File: config.mk
export PLATFORM = sky130hd
export DESIGN_NAME = irq_prio_resolver
export DESIGN_NICKNAME = d
export VERILOG_FILES = /design/src/rtl/irq_prio_pkg.sv /design/src/rtl/irq_prio_regs.sv /design/src/rtl/irq_prio_arb.sv /design/src/rtl/irq_prio_resolver.sv
export SDC_FILE = /design/constraint.sdc
export NUM_CORES = 1
export LEC_CHECK = 0
export BUFFER_PORTS_ARGS = -buffer_cell sky130_fd_sc_hd__buf_4
export CORE_MARGIN = 2
export CORE_UTILIZATION = 46
export CTS_CLUSTER_DIAMETER = 200
export DETAILED_ROUTE_END_ITERATION = 8
export PLACE_DENSITY = 0.79
export SLEW_MARGIN = 5
export SYNTH_ARGS = -nofsm -noshare
export SYNTH_HDL_FRONTEND = slang
export SYNTH_SLANG_ARGS = --single-unit
File: constraint.sdc
create_clock -name clk -period 2.3 [get_ports clk]
set_input_delay 0.115 -clock clk [delete_from_list [all_inputs] [get_ports clk]]
set_output_delay 0.115 -clock clk [all_outputs]
set_load 0.01 [all_outputs]
File: src/rtl/irq_prio_pkg.sv
// Shared constants for the interrupt priority resolver.
// Assumes 8-bit vector low bytes, with maskable vectors descending from 0xF2.
package irq_prio_pkg;
    localparam logic [7:0] VEC_RST  = 8'hFE;
    localparam logic [7:0] VEC_TRAP = 8'hF8;
    localparam logic [7:0] VEC_SWI  = 8'hF6;
    localparam logic [7:0] VEC_XIRQ = 8'hF4;
    localparam logic [7:0] VEC_IRQ  = 8'hF2;
    localparam logic [7:0] CTRL_RST = 8'h50;
    localparam int         POL_BIT  = 7;
    localparam int         X_BIT    = 6;
    localparam int         I_BIT    = 4;
endpackage

File: src/rtl/irq_prio_regs.sv
// Priority and control registers with the byte bus.
// Assumes maskable index j maps to vector 0xF2 - 2j, for j = 0..N_PERIPH.
module irq_prio_regs
    import irq_prio_pkg::*;
#(
    parameter int N_PERIPH = 8,
    localparam int NM = N_PERIPH + 1,
    localparam int IW = (NM > 1) ? $clog2(NM) : 1
) (
    input  logic          clk,
    input  logic          rst_n,
    input  logic          we_i,
    input  logic          addr_i,
    input  logic [7:0]    wdata_i,
    input  logic          ack_i,
    input  logic          ack_nmi_i,
    output logic [7:0]    rdata_o,
    output logic          x_o,
    output logic          i_o,
    output logic          pol_o,
    output logic [IW-1:0] promo_idx_o
);
    localparam logic [7:0] VEC_LOW = 8'(int'(VEC_IRQ) - 2 * N_PERIPH);

    logic [7:0] hp_q;
    logic       x_q, i_q, pol_q;
    logic [7:0] wr_vec;
    logic       wr_ok;

    // Check a priority write against the maskable vector range
    always_comb begin
        wr_vec = {wdata_i[7:1], 1'b0};
        wr_ok  = (wr_vec <= VEC_IRQ) && (wr_vec >= VEC_LOW);
    end

    // Priority register: only valid maskable vectors are stored
    always_ff @(posedge clk) begin
        if (!rst_n)                        hp_q <= VEC_IRQ;
        else if (we_i && !addr_i && wr_ok) hp_q <= wr_vec;
    end

    // Control bits: acknowledge sets masks, X can only be cleared by software
    always_ff @(posedge clk) begin
        if (!rst_n) begin
            x_q   <= 1'b1;
            i_q   <= 1'b1;
            pol_q <= 1'b0;
        end else begin
            if (we_i && addr_i) begin
                pol_q <= wdata_i[POL_BIT];
                i_q   <= wdata_i[I_BIT];
                if (!wdata_i[X_BIT]) x_q <= 1'b0;
            end
            if (ack_i)     i_q <= 1'b1;
            if (ack_nmi_i) x_q <= 1'b1;
        end
    end

    // Read mux and derived promoted index
    always_comb begin
        rdata_o     = addr_i ? {pol_q, x_q, 1'b0, i_q, 4'b0000} : hp_q;
        promo_idx_o = IW'((VEC_IRQ - hp_q) >> 1);
        x_o         = x_q;
        i_o         = i_q;
        pol_o       = pol_q;
    end


    x_rise_chk: assert property (@(posedge clk) disable iff (!rst_n)
        (x_q && !$past(x_q)) |-> $past(ack_nmi_i));

    i_set_chk: assert property (@(posedge clk) disable iff (!rst_n)
        $past(ack_i) |-> i_q);

    hp_range_chk: assert property (@(posedge clk) disable iff (!rst_n)
        (hp_q != $past(hp_q)) |-> $past(we_i && !addr_i));
endmodule

File: src/rtl/irq_prio_arb.sv
// Maskable arbiter: fixed order by index (lowest wins) with one promoted index.
// Assumes promo_idx_i < NM. Purely combinational.
module irq_prio_arb #(
    parameter int N_PERIPH = 8,
    localparam int NM = N_PERIPH + 1,
    localparam int IW = (NM > 1) ? $clog2(NM) : 1
) (
    input  logic [NM-1:0] elig_i,
    input  logic [IW-1:0] promo_idx_i,
    output logic          valid_o,
    output logic [IW-1:0] idx_o
);
    logic          def_valid;
    logic [IW-1:0] def_idx;

    // Fixed order scan: the lowest set index wins
    always_comb begin
        def_valid = 1'b0;
        def_idx   = '0;
        for (int j = NM - 1; j >= 0; j--) begin
            if (elig_i[j]) begin
                def_valid = 1'b1;
                def_idx   = IW'(j);
            end
        end
    end

    // Promoted source overrides the fixed order when it is a candidate
    always_comb begin
        valid_o = def_valid;
        idx_o   = elig_i[promo_idx_i] ? promo_idx_i : def_idx;
    end
endmodule

File: src/rtl/irq_prio_resolver.sv
// Top: ranks non-maskable sources over the masked maskable arbiter result and
// registers the request and vector. Assumes ack_i is only used while req_o is high.
module irq_prio_resolver
    import irq_prio_pkg::*;
#(
    parameter int N_PERIPH = 8,
    localparam int NM = N_PERIPH + 1,
    localparam int IW = (NM > 1) ? $clog2(NM) : 1
) (
    input  logic                clk,
    input  logic                rst_n,
    input  logic                rst_src_i,
    input  logic                trap_i,
    input  logic                swi_i,
    input  logic                xirq_n_i,
    input  logic                irq_pin_i,
    input  logic [N_PERIPH-1:0] periph_flag_i,
    input  logic [N_PERIPH-1:0] periph_en_i,
    input  logic                ack_i,
    input  logic                bus_we_i,
    input  logic                bus_addr_i,
    input  logic [7:0]          bus_wdata_i,
    output logic [7:0]          bus_rdata_o,
    output logic                req_o,
    output logic [7:0]          vec_o
);
    logic          x_m, i_m, pol;
    logic [IW-1:0] promo_idx;
    logic [NM-1:0] elig;
    logic          arb_valid;
    logic [IW-1:0] arb_idx;
    logic          sel_valid, ack_nmi;
    logic [7:0]    sel_vec;
    logic          req_q;
    logic [7:0]    vec_q;

    irq_prio_regs #(.N_PERIPH(N_PERIPH)) u_regs (
        .clk(clk), .rst_n(rst_n), .we_i(bus_we_i), .addr_i(bus_addr_i),
        .wdata_i(bus_wdata_i), .ack_i(ack_i), .ack_nmi_i(ack_nmi),
        .rdata_o(bus_rdata_o), .x_o(x_m), .i_o(i_m), .pol_o(pol),
        .promo_idx_o(promo_idx)
    );

    // Candidate vector: IRQ pin at index 0, peripherals above, all gated by I
    always_comb begin
        elig = {periph_flag_i & periph_en_i, (irq_pin_i == pol)} & {NM{!i_m}};
    end

    irq_prio_arb #(.N_PERIPH(N_PERIPH)) u_arb (
        .elig_i(elig), .promo_idx_i(promo_idx),
        .valid_o(arb_valid), .idx_o(arb_idx)
    );

    // Fixed non-maskable chain ahead of the maskable result
    always_comb begin
        sel_valid = 1'b1;
        if (rst_src_i)               sel_vec = VEC_RST;
        else if (trap_i)             sel_vec = VEC_TRAP;
        else if (swi_i)              sel_vec = VEC_SWI;
        else if (!xirq_n_i && !x_m)  sel_vec = VEC_XIRQ;
        else if (arb_valid)          sel_vec = VEC_IRQ - 8'({arb_idx, 1'b0});
        else begin
            sel_valid = 1'b0;
            sel_vec   = 8'h00;
        end
        ack_nmi = ack_i && req_q && (vec_q >= VEC_XIRQ);
    end

    // Output register for the CPU request and vector
    always_ff @(posedge clk) begin
        if (!rst_n) begin
            req_q <= 1'b0;
            vec_q <= 8'h00;
        end else begin
            req_q <= sel_valid;
            vec_q <= sel_vec;
        end
    end

    assign req_o = req_q;
    assign vec_o = vec_q;


    maskable_block_chk: assert property (@(posedge clk) disable iff (!rst_n)
        (req_q && vec_q <= VEC_IRQ) |-> $past(!i_m));

    xirq_mask_chk: assert property (@(posedge clk) disable iff (!rst_n)
        (vec_q == VEC_XIRQ) |-> $past(!x_m && !rst_src_i && !trap_i && !swi_i));

    nmi_rank_chk: assert property (@(posedge clk) disable iff (!rst_n)
        $past(rst_src_i || trap_i || swi_i) |-> (req_q && vec_q >= VEC_SWI));

    arb_elig_chk: assert property (@(posedge clk) disable iff (!rst_n)
        arb_valid |-> elig[arb_idx]);

    idle_vec_chk: assert property (@(posedge clk) disable iff (!rst_n)
        !req_q |-> (vec_q == 8'h00));
endmodule

# Yosys cells after proc, flatten, opt, wreduce, memory -nomap -nowiden
# Index checks and enable logic that the tools add are counted.
[classes] add_sub_neg=2 order_cmp=4 eq_ne=1 mux=32 n_bitwise=5 n_reduce_logical=15
[op_table] operator="$mux W8" n=6
[op_table] operator="$mux W4" n=10
[op_table] operator="$ge A8 B8 Y1 const B" n=2
[op_table] operator="$mux W1" n=15
[op_table] operator="$and A9 B9 Y9" n=1
[op_table] operator="$and A8 B8 Y8" n=1
[op_table] operator="$le A8 B8 Y1 const B" n=1
[op_table] operator="$logic_and A1 B1 Y1" n=7
[op_table] operator="$sub A5 B6 Y7 const A" n=1
[op_table] operator="$reduce_or A6 Y1" n=1
[op_table] operator="$lt A4 B5 Y1 const B" n=1
[op_table] operator="$sub A5 B5 Y5 const A" n=1
[op_table] operator="$bmux W1 S4" n=1
[op_table] operator="$logic_not A1 Y1" n=4
[op_table] operator="$reduce_or A2 Y1" n=2
[op_table] operator="$not A1 Y1" n=3
[op_table] operator="$reduce_and A2 Y1" n=1
[op_table] operator="$eq A1 B1 Y1" n=1
[word_totals] reg_bits=19 in_bits=34

# Logic depth before layout (Yosys ltp)
[logic_depth] word_depth=18 ltp_mapped=11

# Cells and area by module
# From an unflattened synthesis, not the netlist that was laid out.
[unflattened] cells_unflattened=135 hier_area_um2=1082.3
[by_module_without_submodules] module="irq_prio_regs" n_inst=1 cells_each=55 area_per_inst_um2=495.5 seq_area_each_um2=200.2
[by_module_without_submodules] module="irq_prio_resolver" n_inst=1 cells_each=55 area_per_inst_um2=385.4 seq_area_each_um2=120.1
[by_module_without_submodules] module="irq_prio_arb" n_inst=1 cells_each=25 area_per_inst_um2=201.4 seq_area_each_um2=0.0

# Worst setup path before layout
# OpenSTA, ideal clock, no wires.
[synth_path] kind="flip-flop to flip-flop" from="reg u_regs.hp_q[2]" to="reg vec_q[4], in the netlist vec_o[4]" arrival_ns=1.916 required_time_ns=2.178 setup_slack_ns=0.262 path_stages_with_launch=11 path_buffers=1 cell_sequence="dfxtp_1 > buf_6 > inv_1 > ha_1 > a221oi_2 > nand3_1 > a21o_1 > and2_1 > ha_1 > xnor2_1 > o21ai_0"
[synth_between] elab_chain_cells=10
[synth_lines] element="start: declaration" line_no="irq_prio_regs.sv:25" text="logic [7:0] hp_q;"
[synth_lines] element="start signal: assignment" line_no="irq_prio_regs.sv:39" text="else if (we_i && !addr_i && wr_ok) hp_q <= wr_vec;"
[synth_lines] element="$sub A5 B5 Y5 *" line_no="irq_prio_regs.sv:62" text="promo_idx_o = IW'((VEC_IRQ - hp_q) >> 1);"
[synth_lines] element="$bmux W1 S4" line_no="irq_prio_arb.sv:31" text="idx_o = elig_i[promo_idx_i] ? promo_idx_i : def_idx;"
[synth_lines] element="$mux W1 (implied by the code)" line_no="irq_prio_arb.sv:31"
[synth_lines] element="$mux W4 *" line_no="irq_prio_arb.sv:31"
[synth_lines] element="$sub A5 B6 Y7 *" line_no="irq_prio_resolver.sv:61" text="else if (arb_valid) sel_vec = VEC_IRQ - 8'({arb_idx, 1'b0});"
[synth_lines] element="$mux W8 *" line_no="irq_prio_resolver.sv:61"
[synth_lines] element="$mux W8 *" line_no="irq_prio_resolver.sv:60" text="else if (!xirq_n_i && !x_m) sel_vec = VEC_XIRQ;"
[synth_lines] element="$mux W8 *" line_no="irq_prio_resolver.sv:59" text="else if (swi_i) sel_vec = VEC_SWI;"
[synth_lines] element="$mux W8 *" line_no="irq_prio_resolver.sv:58" text="else if (trap_i) sel_vec = VEC_TRAP;"
[synth_lines] element="$mux W8 *" line_no="irq_prio_resolver.sv:57" text="if (rst_src_i) sel_vec = VEC_RST;"
[synth_lines] element="end signal: assignment" line_no="irq_prio_resolver.sv:76" text="vec_q <= sel_vec;"
[synth_lines] element="end: declaration" line_no="irq_prio_resolver.sv:35" text="logic [7:0] vec_q;"
# Every way passes the cells marked *; elsewhere a longest branch is shown, timed or not. The select of a mux whose other input is x is not followed.
# A chain may end at the register's enable or synchronous reset.

# Final worst setup path
# Ends and elaborated chain as after synthesis.

==> impl_metrics.csv <==
group,metric,value,unit
route,drt_pass1_iterations,4,
route,wl_met3,182,um
cells_and_area,fin_cells,210,
cts,clock_path_buffers,2,
sta,layout_min_cycle_time,2.10,ns
power_and_ir_drop,p_per_area,429,nW/um^2
die,rows,17,
sta,fin_hold_ws,0.0239,ns
route,drc,0,
min_path,hold_path.class,"input pin to flip-flop",
sta,slew_headroom,65.0,%
cts,clkTransAtPathRegs,0.10,ns
sta,rsz0062_at_grt,"no",
placed_design,place_area,1470,um^2
sta,setup_tns,0,ns
die,io-pin-count,51,
yosys,synth_edf_count,0,
route,ant_nets,0,
sta,finalSetupViolations,0,
cells_and_area,area_growth,34.2,%
die,floorplan.initialDensity,49.7,%
setup_path,cpMostUsedCell,"ha_1",
sta,clock_skew,0.00709,ns
route,viasPerCell,5.59,
power_and_ir_drop,p_leak,0.614,nW
sta,max_freq,0.476,GHz
grt,grt_overflow,0,
cts,cts_resized,0,
setup_path,worstPathArrival,2.29,ns
yosys,postSynthCellCount,137,
die,die_h,53.4,um
route,first_iter_violations,17,
yosys,ys_types,45,
flow_run,cap_violations,0,
cts,holdBufCountCts,0,
cts,cts_setup_buffers,0,
grt,grt_pass1_wl,4830,um
yosys,synthFlopType,"dfxtp_1",
cells_and_area,final_area,1500,um^2
setup_path,start_kind,"flip-flop",
sta,hold_violations,0,
sta,period_share,91.4,%
grt,antenna_found_initial,0,
sta,worst_slew_pin_slew,0.523,ns
cts,cts_root_buf,"clkbuf_4",
yosys,yosys.area.top_type,"dfxtp_1",
power_and_ir_drop,peakVddDrop,0.378,mV
cells_and_area,diodes,0,
sta,maxSlewViolCount,0,
setup_path,critical_path_class,"flip-flop to flip-flop",
yosys,synth-seq-area-share,28.6,%
setup_path,worstPathRequired,2.49,ns
setup_path,crit_path_top_delay_cell,"dfxtp_1",
grt,track_usage,23.2,%
placed_design,dp_cells,206,
yosys,ys_ff_latch,16,
cells_and_area,final_layout_size_suffix_gt1_share,35.2,%
die,placeableCoreArea,2250,um^2
cells_and_area,fin_util,66.7,%
setup_path,crit_chain,"inv_1 -> ha_1 -> xor2_1 -> nor2_1 -> nand3_1 -> a21o_1 -> and2_1 -> ha_1 -> xnor2_1 -> o21ai_0",
route,met2_length,1380,um
route,wl_per_cell,13.8,um
cts,cts_sinks,16,
yosys,synth_top_area_share,28.6,%
die,die_area,2850,um^2
grt,grt_pass1_vias,1154,
yosys,syn_area,1120,um^2
die,die_x,53.4,um
cts,cts_tree,"done",
placed_design,hpwlAfterDp,2340,um
route,highest_layer,"met4",
cells_and_area,fillers,193,
yosys,async_reset_ff_share,0,%
cts,insertion_delay,0.29,ns
cts,ctsHtreeMaxLevel,1,
setup_path,cp_max_fo,4,
route,routed_wl,2900,um
cts,cts_buffers,3,
yosys,syn_area_per_cell,8.18,um^2
route,wirelength_met1,1280,um
route,vias,1173,
grt,grt_max_degree,13,
placed_design,gp_congestion,0.844,
cells_and_area,final_nets,219,
yosys,ys_warn_count,0,
yosys,synthTopCellsByArea,"dfxtp_1 29%, nor2_1 5.7%, mux2i_1 4.5%",
placed_design,io_buffers,47,
setup_path,end_kind,"flip-flop",
setup_path,worst_path_largest_cell_delay,0.34,ns
status,status,"completed",
-- critical path, delay by kind of cell, from the launching register on --
kind / cells / cell delay (ns)
XOR/XNOR: 2 / 0.36
AO/OA/AOI/OAI: 2 / 0.32
AND/OR/NAND/NOR: 3 / 0.52
adder cells (fa/ha/maj): 2 / 0.40
flip-flops: 1 / 0.34
buffers and inverters: 1 / 0.08
-- power by group --
group / leakage (nW) / switching, mW / total, mW / internal [mW]
Sequential: 0.132 / 0.00794 / 0.296 / 0.288
Combinational: 0.461 / 0.0758 / 0.159 / 0.0834
Clock: 0.0210 / 0.0941 / 0.191 / 0.0965
-- kinds of logic after synthesis --
logic type,count (synthesis),synth area share [%]
and+or+nand+nor,65,32.8
adders and majority gates,2,2.23
other,1,0.335
DFF,16,28.6
muxes,8,7.48
buffers and inverters,14,7.03
xor gates and xnor gates,3,3.01
AOI/OAI and AO/OA,28,18.5
-- layout make-up --
cell class	instances	area [um^2]	area share, %
Clock buffer	4	36.3	2.41
Inverter	5	18.8	1.25
Multi-Input combinational cell	108	726	48.3
Sequential cell	16	320	21.3
Tap cell	28	35.0	2.33
Timing Repair Buffer	49	368	24.5
-- routing by layer --
| layer | vias up | track usage [%] |
|---|---|---|
| li1 | 589 | - |
| met1 | 531 | 27.5 |
| met2 | 46 | 40.7 |
| met3 | 7 | 2.82 |
| met4 | 0 | 11.1 |
| met5 | - | 0 |
-- Yosys cell counts, types with 2 or more instances --
cell type	n
a21oi_1	4
buf_4	5
a31oi_1	4
nand2_1	13
nand3_1	7
nor4_1	2
nand4_1	5
dfxtp_1	16
nor2_1	17
and2_1	2
clkbuf_1	3
o211ai_1	2
nand4b_1	3
a21o_1	2
mux2i_1	5
ha_1	2
o21ai_0	6
or3_1	3
nor2b_1	4
inv_1	4
mux2_2	3
a22oi_1	2
-- stage by stage --
stage	total power, mW	setup WS [ns]
finish	0.646	0.198
detailed placement	0.461	0.225
global placement	0.456	0.286
floorplan	0.378	0.262
global route	0.673	0.00296
CTS	0.648	0.216
-- path summary, 6_finish.rpt --
path	from	to	slack [ns]	cells after the start
max	u_regs.hp_q[2]	vec_o[4]	0.20	10
max reg2reg	u_regs.hp_q[2]	vec_o[4]	0.20	10
min	ack_i	u_regs.i_o	0.02	2
min reg2reg	u_regs.hp_q[5]	u_regs.hp_q[5]	0.45	1
-- cells in the final DEF, fill, tap and decap left out, types with 2 or more instances in the layout --
| cell | instances |
|---|---|
| dfxtp_1 | 16 |
| nor4_1 | 2 |
| inv_1 | 4 |
| a21oi_1 | 4 |
| nand3_1 | 7 |
| nor2b_1 | 4 |
| conb_1 | 2 |
| and2_1 | 2 |
| nand4_1 | 5 |
| buf_4 | 49 |
| a22oi_1 | 2 |
| nand4b_1 | 3 |
| clkbuf_4 | 3 |
| mux2_2 | 3 |
| or3_1 | 3 |
| nand2_1 | 13 |
| mux2i_1 | 5 |
| a31oi_1 | 4 |
| o211ai_1 | 2 |
| o21ai_0 | 6 |
| a21o_1 | 2 |
| ha_1 | 2 |
| nor2_1 | 17 |
-- state kept, by name, summed over array words and instances, names as in the netlist --
| name | cells |
|---|---|
| u_regs.i_o | 1 |
| u_regs.x_o | 1 |
| u_regs.pol_o | 1 |
| u_regs.hp_q | 7 |
| req_o | 1 |
| vec_o | 5 |
Power figures use the tool's default switching activity.
